**src/rtl/usb_pps_pkg.sv**
```systemverilog
package usb_pps_pkg;
  localparam int NUM_PORTS = 4;
  localparam int PWR_W     = 15;
  localparam int RST_W     = 11;
  localparam int ISO_W     = 3;
  localparam int FSEL_W    = 3;

  typedef enum logic [1:0] {
    P_DEV   = 2'd0,
    P_HOST  = 2'd1,
    P_HSIC0 = 2'd2,
    P_HSIC1 = 2'd3
  } port_e;

  typedef enum logic [3:0] {
    ST_IDLE, ST_CLK, ST_PWR, ST_RST, ST_HOLD, ST_ISO_REL, ST_ISO_SET, ST_PDN, ST_DONE
  } state_e;

  function automatic logic [PWR_W-1:0] pwr_mask(input logic [1:0] p);
    case (p)
      2'd0:    pwr_mask = 15'h0039;
      2'd1:    pwr_mask = 15'h01C0;
      2'd2:    pwr_mask = 15'h0E00;
      default: pwr_mask = 15'h7000;
    endcase
  endfunction

  function automatic logic [RST_W-1:0] rst_mask(input logic [1:0] p);
    case (p)
      2'd0:    rst_mask = 11'h001;
      2'd1:    rst_mask = 11'h008;
      2'd2:    rst_mask = 11'h148;
      default: rst_mask = 11'h240;
    endcase
  endfunction

  function automatic logic [1:0] iso_index(input logic [1:0] p);
    case (p)
      2'd0, 2'd1: iso_index = 2'd0;
      2'd2:       iso_index = 2'd1;
      default:    iso_index = 2'd2;
    endcase
  endfunction

  function automatic logic [PWR_W-1:0] pwr_all();
    logic [PWR_W-1:0] m;
    m = '0;
    for (int i = 0; i < NUM_PORTS; i++) m |= pwr_mask(2'(i));
    return m;
  endfunction
endpackage

```
**src/rtl/usb_pps_rate_dec.sv**
```systemverilog
module usb_pps_rate_dec
  import usb_pps_pkg::*;
#(
  parameter int RATE_W = 16
) (
  input  logic [RATE_W-1:0] rate_khz_i,
  output logic [FSEL_W-1:0] code_o,
  output logic              ok_o
);
  always_comb begin
    ok_o   = 1'b1;
    code_o = '0;
    case (32'(rate_khz_i))
      32'd9600:  code_o = 3'd0;
      32'd10000: code_o = 3'd1;
      32'd12000: code_o = 3'd2;
      32'd19200: code_o = 3'd3;
      32'd20000: code_o = 3'd4;
      32'd24000: code_o = 3'd5;
      32'd50000: code_o = 3'd7;
      default:   ok_o   = 1'b0;
    endcase
  end
endmodule

```
**src/rtl/usb_pps_port_map.sv**
```systemverilog
module usb_pps_port_map
  import usb_pps_pkg::*;
(
  input  logic [1:0]       port_i,
  output logic [PWR_W-1:0] pwr_m_o,
  output logic [RST_W-1:0] rst_m_o,
  output logic [1:0]       iso_idx_o
);
  assign pwr_m_o   = pwr_mask(port_i);
  assign rst_m_o   = rst_mask(port_i);
  assign iso_idx_o = iso_index(port_i);
endmodule

```
**src/rtl/usb_pps_hold_timer.sv**
```systemverilog
module usb_pps_hold_timer #(
  parameter int HOLD_CYC = 1000
) (
  input  logic clk_i,
  input  logic rst_ni,
  input  logic start_i,
  output logic expired_o
);
  localparam int CNT_W = $clog2(HOLD_CYC + 1);

  logic [CNT_W-1:0] cnt_q;
  logic             run_q;

  assign expired_o = run_q && (cnt_q == '0);

  always_ff @(posedge clk_i or negedge rst_ni) begin
    if (!rst_ni) begin
      cnt_q <= '0;
      run_q <= 1'b0;
    end else if (start_i) begin
      cnt_q <= CNT_W'(HOLD_CYC - 1);
      run_q <= 1'b1;
    end else if (expired_o) begin
      run_q <= 1'b0;
    end else if (run_q) begin
      cnt_q <= cnt_q - 1'b1;
    end
  end

  AST_TMR_NO_RESTART: assert property (@(posedge clk_i) disable iff (!rst_ni)
    start_i |-> !run_q);
endmodule

```
**src/rtl/usb_pps_top.sv**
```systemverilog
module usb_pps_top
  import usb_pps_pkg::*;
#(
  parameter int CLK_KHZ = 100000,
  parameter int HOLD_US = 10,
  parameter int RATE_W  = 16,
  parameter int PORT_W  = 3
) (
  input  logic              clk_i,
  input  logic              rst_ni,
  input  logic              req_valid_i,
  input  logic              req_on_i,
  input  logic [PORT_W-1:0] req_port_i,
  input  logic [RATE_W-1:0] req_rate_khz_i,
  output logic              busy_o,
  output logic              done_o,
  output logic              err_o,
  output logic [FSEL_W-1:0] fsel_o,
  output logic [PWR_W-1:0]  pwrdn_o,
  output logic [RST_W-1:0]  rst_o,
  output logic [ISO_W-1:0]  iso_en_o,
  output logic [NUM_PORTS-1:0] port_en_o
);
  localparam int HOLD_RAW = CLK_KHZ * HOLD_US / 1000;
  localparam int HOLD_CYC = (HOLD_RAW < 1) ? 1 : HOLD_RAW;
  localparam logic [PWR_W-1:0] PWR_RST = pwr_all();

  state_e               state_q;
  logic [1:0]           cur_q;
  logic                 dep_q;
  logic                 err_q;
  logic [FSEL_W-1:0]    code_q;
  logic [FSEL_W-1:0]    fsel_q;
  logic [PWR_W-1:0]     pwrdn_q;
  logic [RST_W-1:0]     rst_q;
  logic [ISO_W-1:0]     iso_q;
  logic [NUM_PORTS-1:0] en_q;

  logic [FSEL_W-1:0] rate_code;
  logic              rate_ok;
  logic [PWR_W-1:0]  pm;
  logic [RST_W-1:0]  rm;
  logic [1:0]        ii;
  logic              tmr_start, tmr_exp;
  logic              port_bad;

  usb_pps_rate_dec #(.RATE_W(RATE_W)) u_rate (
    .rate_khz_i(req_rate_khz_i), .code_o(rate_code), .ok_o(rate_ok));

  usb_pps_port_map u_map (
    .port_i(cur_q), .pwr_m_o(pm), .rst_m_o(rm), .iso_idx_o(ii));

  usb_pps_hold_timer #(.HOLD_CYC(HOLD_CYC)) u_tmr (
    .clk_i(clk_i), .rst_ni(rst_ni), .start_i(tmr_start), .expired_o(tmr_exp));

  assign port_bad  = 32'(req_port_i) >= NUM_PORTS;
  assign tmr_start = (state_q == ST_RST);

  always_ff @(posedge clk_i or negedge rst_ni) begin
    if (!rst_ni) begin
      state_q <= ST_IDLE;
      cur_q   <= '0;
      dep_q   <= 1'b0;
      err_q   <= 1'b0;
      code_q  <= '0;
      fsel_q  <= '0;
      pwrdn_q <= PWR_RST;
      rst_q   <= '0;
      iso_q   <= '0;
      en_q    <= '0;
    end else begin
      case (state_q)
        ST_IDLE: if (req_valid_i) begin
          if (port_bad || (req_on_i && !rate_ok)) begin
            err_q   <= 1'b1;
            state_q <= ST_DONE;
          end else begin
            err_q   <= 1'b0;
            cur_q   <= req_port_i[1:0];
            dep_q   <= 1'b0;
            code_q  <= rate_code;
            state_q <= req_on_i ? ST_CLK : ST_ISO_SET;
          end
        end
        ST_CLK: begin
          fsel_q  <= code_q;
          state_q <= ST_PWR;
        end
        ST_PWR: begin
          pwrdn_q <= pwrdn_q & ~pm;
          state_q <= ST_RST;
        end
        ST_RST: begin
          rst_q   <= rst_q | rm;
          state_q <= ST_HOLD;
        end
        ST_HOLD: if (tmr_exp) begin
          rst_q   <= rst_q & ~rm;
          state_q <= ST_ISO_REL;
        end
        ST_ISO_REL: begin
          iso_q[ii] <= 1'b1;
          if (!dep_q) en_q[cur_q] <= 1'b1;
          // HSIC0 needs the device port running
          if (!dep_q && cur_q == P_HSIC0) begin
            cur_q   <= P_DEV;
            dep_q   <= 1'b1;
            state_q <= ST_CLK;
          end else begin
            state_q <= ST_DONE;
          end
        end
        ST_ISO_SET: begin
          iso_q[ii] <= 1'b0;
          if (!dep_q) en_q[cur_q] <= 1'b0;
          state_q <= ST_PDN;
        end
        ST_PDN: begin
          pwrdn_q <= pwrdn_q | pm;
          if (!dep_q && cur_q == P_HSIC0 && !en_q[P_DEV]) begin
            cur_q   <= P_DEV;
            dep_q   <= 1'b1;
            state_q <= ST_ISO_SET;
          end else begin
            state_q <= ST_DONE;
          end
        end
        default: state_q <= ST_IDLE;
      endcase
    end
  end

  assign busy_o    = (state_q != ST_IDLE);
  assign done_o    = (state_q == ST_DONE);
  assign err_o     = done_o & err_q;
  assign fsel_o    = fsel_q;
  assign pwrdn_o   = pwrdn_q;
  assign rst_o     = rst_q;
  assign iso_en_o  = iso_q;
  assign port_en_o = en_q;

  AST_ISO0_NEEDS_PWR: assert property (@(posedge clk_i) disable iff (!rst_ni)
    iso_en_o[0] |-> ((pwrdn_o & pwr_mask(2'd0)) == '0) || ((pwrdn_o & pwr_mask(2'd1)) == '0));
  AST_ISO1_NEEDS_PWR: assert property (@(posedge clk_i) disable iff (!rst_ni)
    iso_en_o[1] |-> (pwrdn_o & pwr_mask(2'd2)) == '0);
  AST_ISO2_NEEDS_PWR: assert property (@(posedge clk_i) disable iff (!rst_ni)
    iso_en_o[2] |-> (pwrdn_o & pwr_mask(2'd3)) == '0);
  AST_RST_IN_SEQ: assert property (@(posedge clk_i) disable iff (!rst_ni)
    (rst_o != '0) |-> busy_o);
  AST_DONE_PULSE: assert property (@(posedge clk_i) disable iff (!rst_ni)
    done_o |=> !done_o);
  AST_FSEL_IDLE_STABLE: assert property (@(posedge clk_i) disable iff (!rst_ni)
    !busy_o |-> $stable(fsel_o));
  AST_PWR_IDLE_STABLE: assert property (@(posedge clk_i) disable iff (!rst_ni)
    (!busy_o && $past(!busy_o)) |-> $stable(pwrdn_o));
  AST_EN_IDLE_STABLE: assert property (@(posedge clk_i) disable iff (!rst_ni)
    (!busy_o && $past(!busy_o)) |-> $stable(port_en_o));
endmodule

```
**config.mk**
```make
export PLATFORM = sky130hd
export DESIGN_NAME = usb_pps_top
export DESIGN_NICKNAME = d
export VERILOG_FILES = /design/src/rtl/usb_pps_pkg.sv /design/src/rtl/usb_pps_rate_dec.sv /design/src/rtl/usb_pps_port_map.sv /design/src/rtl/usb_pps_hold_timer.sv /design/src/rtl/usb_pps_top.sv
export SDC_FILE = /design/constraint.sdc
export NUM_CORES = 1
export LEC_CHECK = 0
export ABC_AREA = 0
export BUFFER_PORTS_ARGS = -buffer_cell sky130_fd_sc_hd__buf_4
export CAP_MARGIN = 10
export CELL_PAD_IN_SITES_DETAIL_PLACEMENT = 1
export CELL_PAD_IN_SITES_GLOBAL_PLACEMENT = 1
export CORE_MARGIN = 3
export CORE_UTILIZATION = 40
export DETAILED_ROUTE_END_ITERATION = 10
export PLACE_DENSITY = 0.82
export SETUP_SLACK_MARGIN = 0.02
export SYNTH_ARGS = -nofsm -noshare
export SYNTH_HDL_FRONTEND = slang
export SYNTH_HIERARCHICAL = 1
export SYNTH_SLANG_ARGS = --single-unit
```
**constraint.sdc**
```tcl
create_clock -name clk_i -period 3 [get_ports clk_i]
set_clock_uncertainty 0.05 [all_clocks]
set_input_delay 0.15 -clock clk_i [delete_from_list [all_inputs] [get_ports clk_i]]
set_output_delay 0.15 -clock clk_i [all_outputs]
set_load 0.02 [all_outputs]
```
==> out/metrics.csv <==
metric;value;unit
outcome;finished, final reports clean;
vias;2658;
crit_family;simple AND/OR/NAND/NOR gates;
critPathBufInv;0;
hold_depth;2;
hp-class;in2reg;
drv_slew;0;
ctsRootBufferMaster;clkbuf_8;
insertion_delay;0.34;ns
cp_cell_sequence;or4_4, or2_2, nor4_1, and4bb_1, o21ai_2, mux2_4;
tightest_slew;0.891;ns
r2r_setup_slack;0.29;ns
met3_usage;0.0421;
synthToLayoutAreaGrowth;16.1;%
dp_slack;0.313;ns
synthCells;331;
finalHoldViolations;0;
drtIter0Drc;113;
firstDrtPassIters;4;
holdPathEnd;err_q$_DFFE_PN0P_;
wl_per_cell;16.8;um
dp_hpwl;5840;um
syn-cell-area;3510;um^2
post_cts_buffers;0;
path_class;reg2reg;
antennaDiodeCount;0;
ctsHoldBuffers;3;
nets;405;
grt_pass1_wl;13900;um
die_area;9920;um^2
yosysWarnings;6;
finalWorstSetupSlack;0.295;ns
cts_tree;yes;
grt_pass1_vias;2763;
final_cell_count_no_fill;487;
synth-main-ff-cell;dfrtp_1;
synth-seq-cells;58;
grtUsageMet2;0.285;
clockBufferDepth;2;
place.gp.congestion;0.826;
core_area;8380;um^2
antenna_found_initial;0;
ant_nets;0;
tns;0;ns
ys_seq_area_frac;0.419;
max_slew_margin;0.406;
syn_area_per_cell;10.6;um^2
min_period;2.71;ns
cts_resized;0;
maxCapViolations;0;
drc;0;
drt_wl_total;8200;um
gr-total-overflow;0;
critPathRequiredTime;3.17;ns
cp-start-kind;flop;
portBuffers;61;
synthDistinctLibCells;68;
rows;33;
rsz0062_at_grt;false;
final_util;0.486;
placed_area;3860;um^2
async_reset_ff_frac;1.00;
clk_pin_slew;0.06;ns
start_util;0.418;
io_pins;62;
critPathSlowestCell;or4_4;
grt_max_degree;59;
cts_buffers;9;
final_common_cell;buf_4;
numPlacedInstances;468;
drive_gt1_frac;0.346;
fp.dieW;99.6;um
clock_sinks;58;
max_stage_delay;0.56;ns
synth_edf_count;0;
postLayoutCellArea;4070;um^2
layout_common_cells;62 x buf_4, 45 x dfrtp_1, 28 x nand2_1, 17 x nor2b_1;
endpoint_kind;flop;
reg2reg_from;u_tmr/cnt_q[7]$_DFFE_PN0P_;
die_h;99.6;um
htree_levels;3;
fmax;370;MHz
via_per_inst;5.46;
grt_util_met1;0.224;
grt_use_total;0.174;
finalSetupViolations;0;
crit_path_max_fanout;7;
arrival;2.87;ns
grt.busiest_layer;met2;
min_from;req_valid_i;
rr_worst_depth;6;
ir_drop;0.000290;V
period_share;0.902;
p_leak;1.85;nW
power_density;816;nW/um^2
## worst reg2reg max path: cells and delay by family (launching register included)
family	cells	cell delay, ns
and+or+nand+nor	4	1.70
AOI/OAI and AO/OA	1	0.10
muxes	1	0.31
DFF	1	0.41
## synth_stat cells (3+ instances only)
cell | number | share of area
o21ai_2 | 11 | 0.027
mux2i_1 | 3 | 0.0086
mux2_4 | 11 | 0.047
o21ai_0 | 5 | 0.0071
nand2_1 | 28 | 0.030
buf_4 | 22 | 0.047
nor3_1 | 7 | 0.010
nor2b_1 | 17 | 0.030
nand2b_1 | 5 | 0.0089
mux2_2 | 5 | 0.016
mux2_1 | 3 | 0.0096
ha_1 | 5 | 0.018
a21oi_1 | 16 | 0.023
or4_4 | 3 | 0.0096
dfrtp_1 | 45 | 0.32
a31oi_1 | 5 | 0.0089
nor2_1 | 11 | 0.012
nand3_1 | 7 | 0.010
a211o_1 | 3 | 0.0075
buf_2 | 7 | 0.010
nor3b_1 | 3 | 0.0064
inv_1 | 8 | 0.0086
dfstp_2 | 13 | 0.097
a22o_1 | 16 | 0.040
buf_6 | 5 | 0.016
nor4_1 | 11 | 0.020
## metal layers
layer,wire length (um),vias up
li1,-,1278
met1,3710,1307
met2,3950,60
met3,403,13
met4,132,0
met5,0,-
## layout make-up
| cell class | count | area [um^2] |
|---|---|---|
| Clock buffer | 14 | 173 |
| Clock inverter | 2 | 10.0 |
| Fill cell | 969 | 4310 |
| Inverter | 8 | 30.0 |
| Multi-Input combinational cell | 235 | 1760 |
| Sequential cell | 58 | 1470 |
| Tap cell | 105 | 131 |
| Timing Repair Buffer | 65 | 495 |
## kinds of logic after synthesis
family	count (synthesis)	share of synthesized area
and+or+nand+nor	130	0.249
buffers and inverters	45	0.0860
muxes	22	0.0814
AOI/OAI and AO/OA	68	0.141
other	1	0.00107
xor gates and xnor gates	2	0.00500
adders and majority gates	5	0.0178
DFF	58	0.419
## worst max-delay path by stage
stage / slack, ns / depth (start not counted) / start / to
after CTS: 0.30 / 6 / u_tmr/cnt_q[7]$_DFFE_PN0P_ / flop
after detailed placement: 0.31 / 6 / u_tmr/cnt_q[7]$_DFFE_PN0P_ / flop
after global routing: 0.17 / 6 / u_tmr/cnt_q[7]$_DFFE_PN0P_ / flop
after floorplan: 0.62 / 7 / u_tmr/cnt_q[7]$_DFFE_PN0P_ / flop
final: 0.29 / 6 / u_tmr/cnt_q[7]$_DFFE_PN0P_ / flop
after global placement: 0.41 / 6 / u_tmr/cnt_q[7]$_DFFE_PN0P_ / flop
## where the power goes
| group | switching, mW | internal, mW | leakage, nW |
|---|---|---|---|
| logic | 0.708 | 0.630 | 1.02 |
| clock network | 0.306 | 0.365 | 0.0965 |
| registers | 0.306 | 1.00 | 0.732 |
| total | 1.32 | 2.00 | 1.85 |
## per-stage QoR
| step | power, mW | hold WS [ns] |
|---|---|---|
| after floorplan | 2.34 | -0.196 |
| after global placement | 2.59 | 0.203 |
| after detailed placement | 2.65 | 0.217 |
| after CTS | 3.35 | 0.0244 |
| after global routing | 3.56 | 0.0427 |
| final | 3.32 | 0.0395 |
Note: power is estimated with default switching activity, not from simulation.
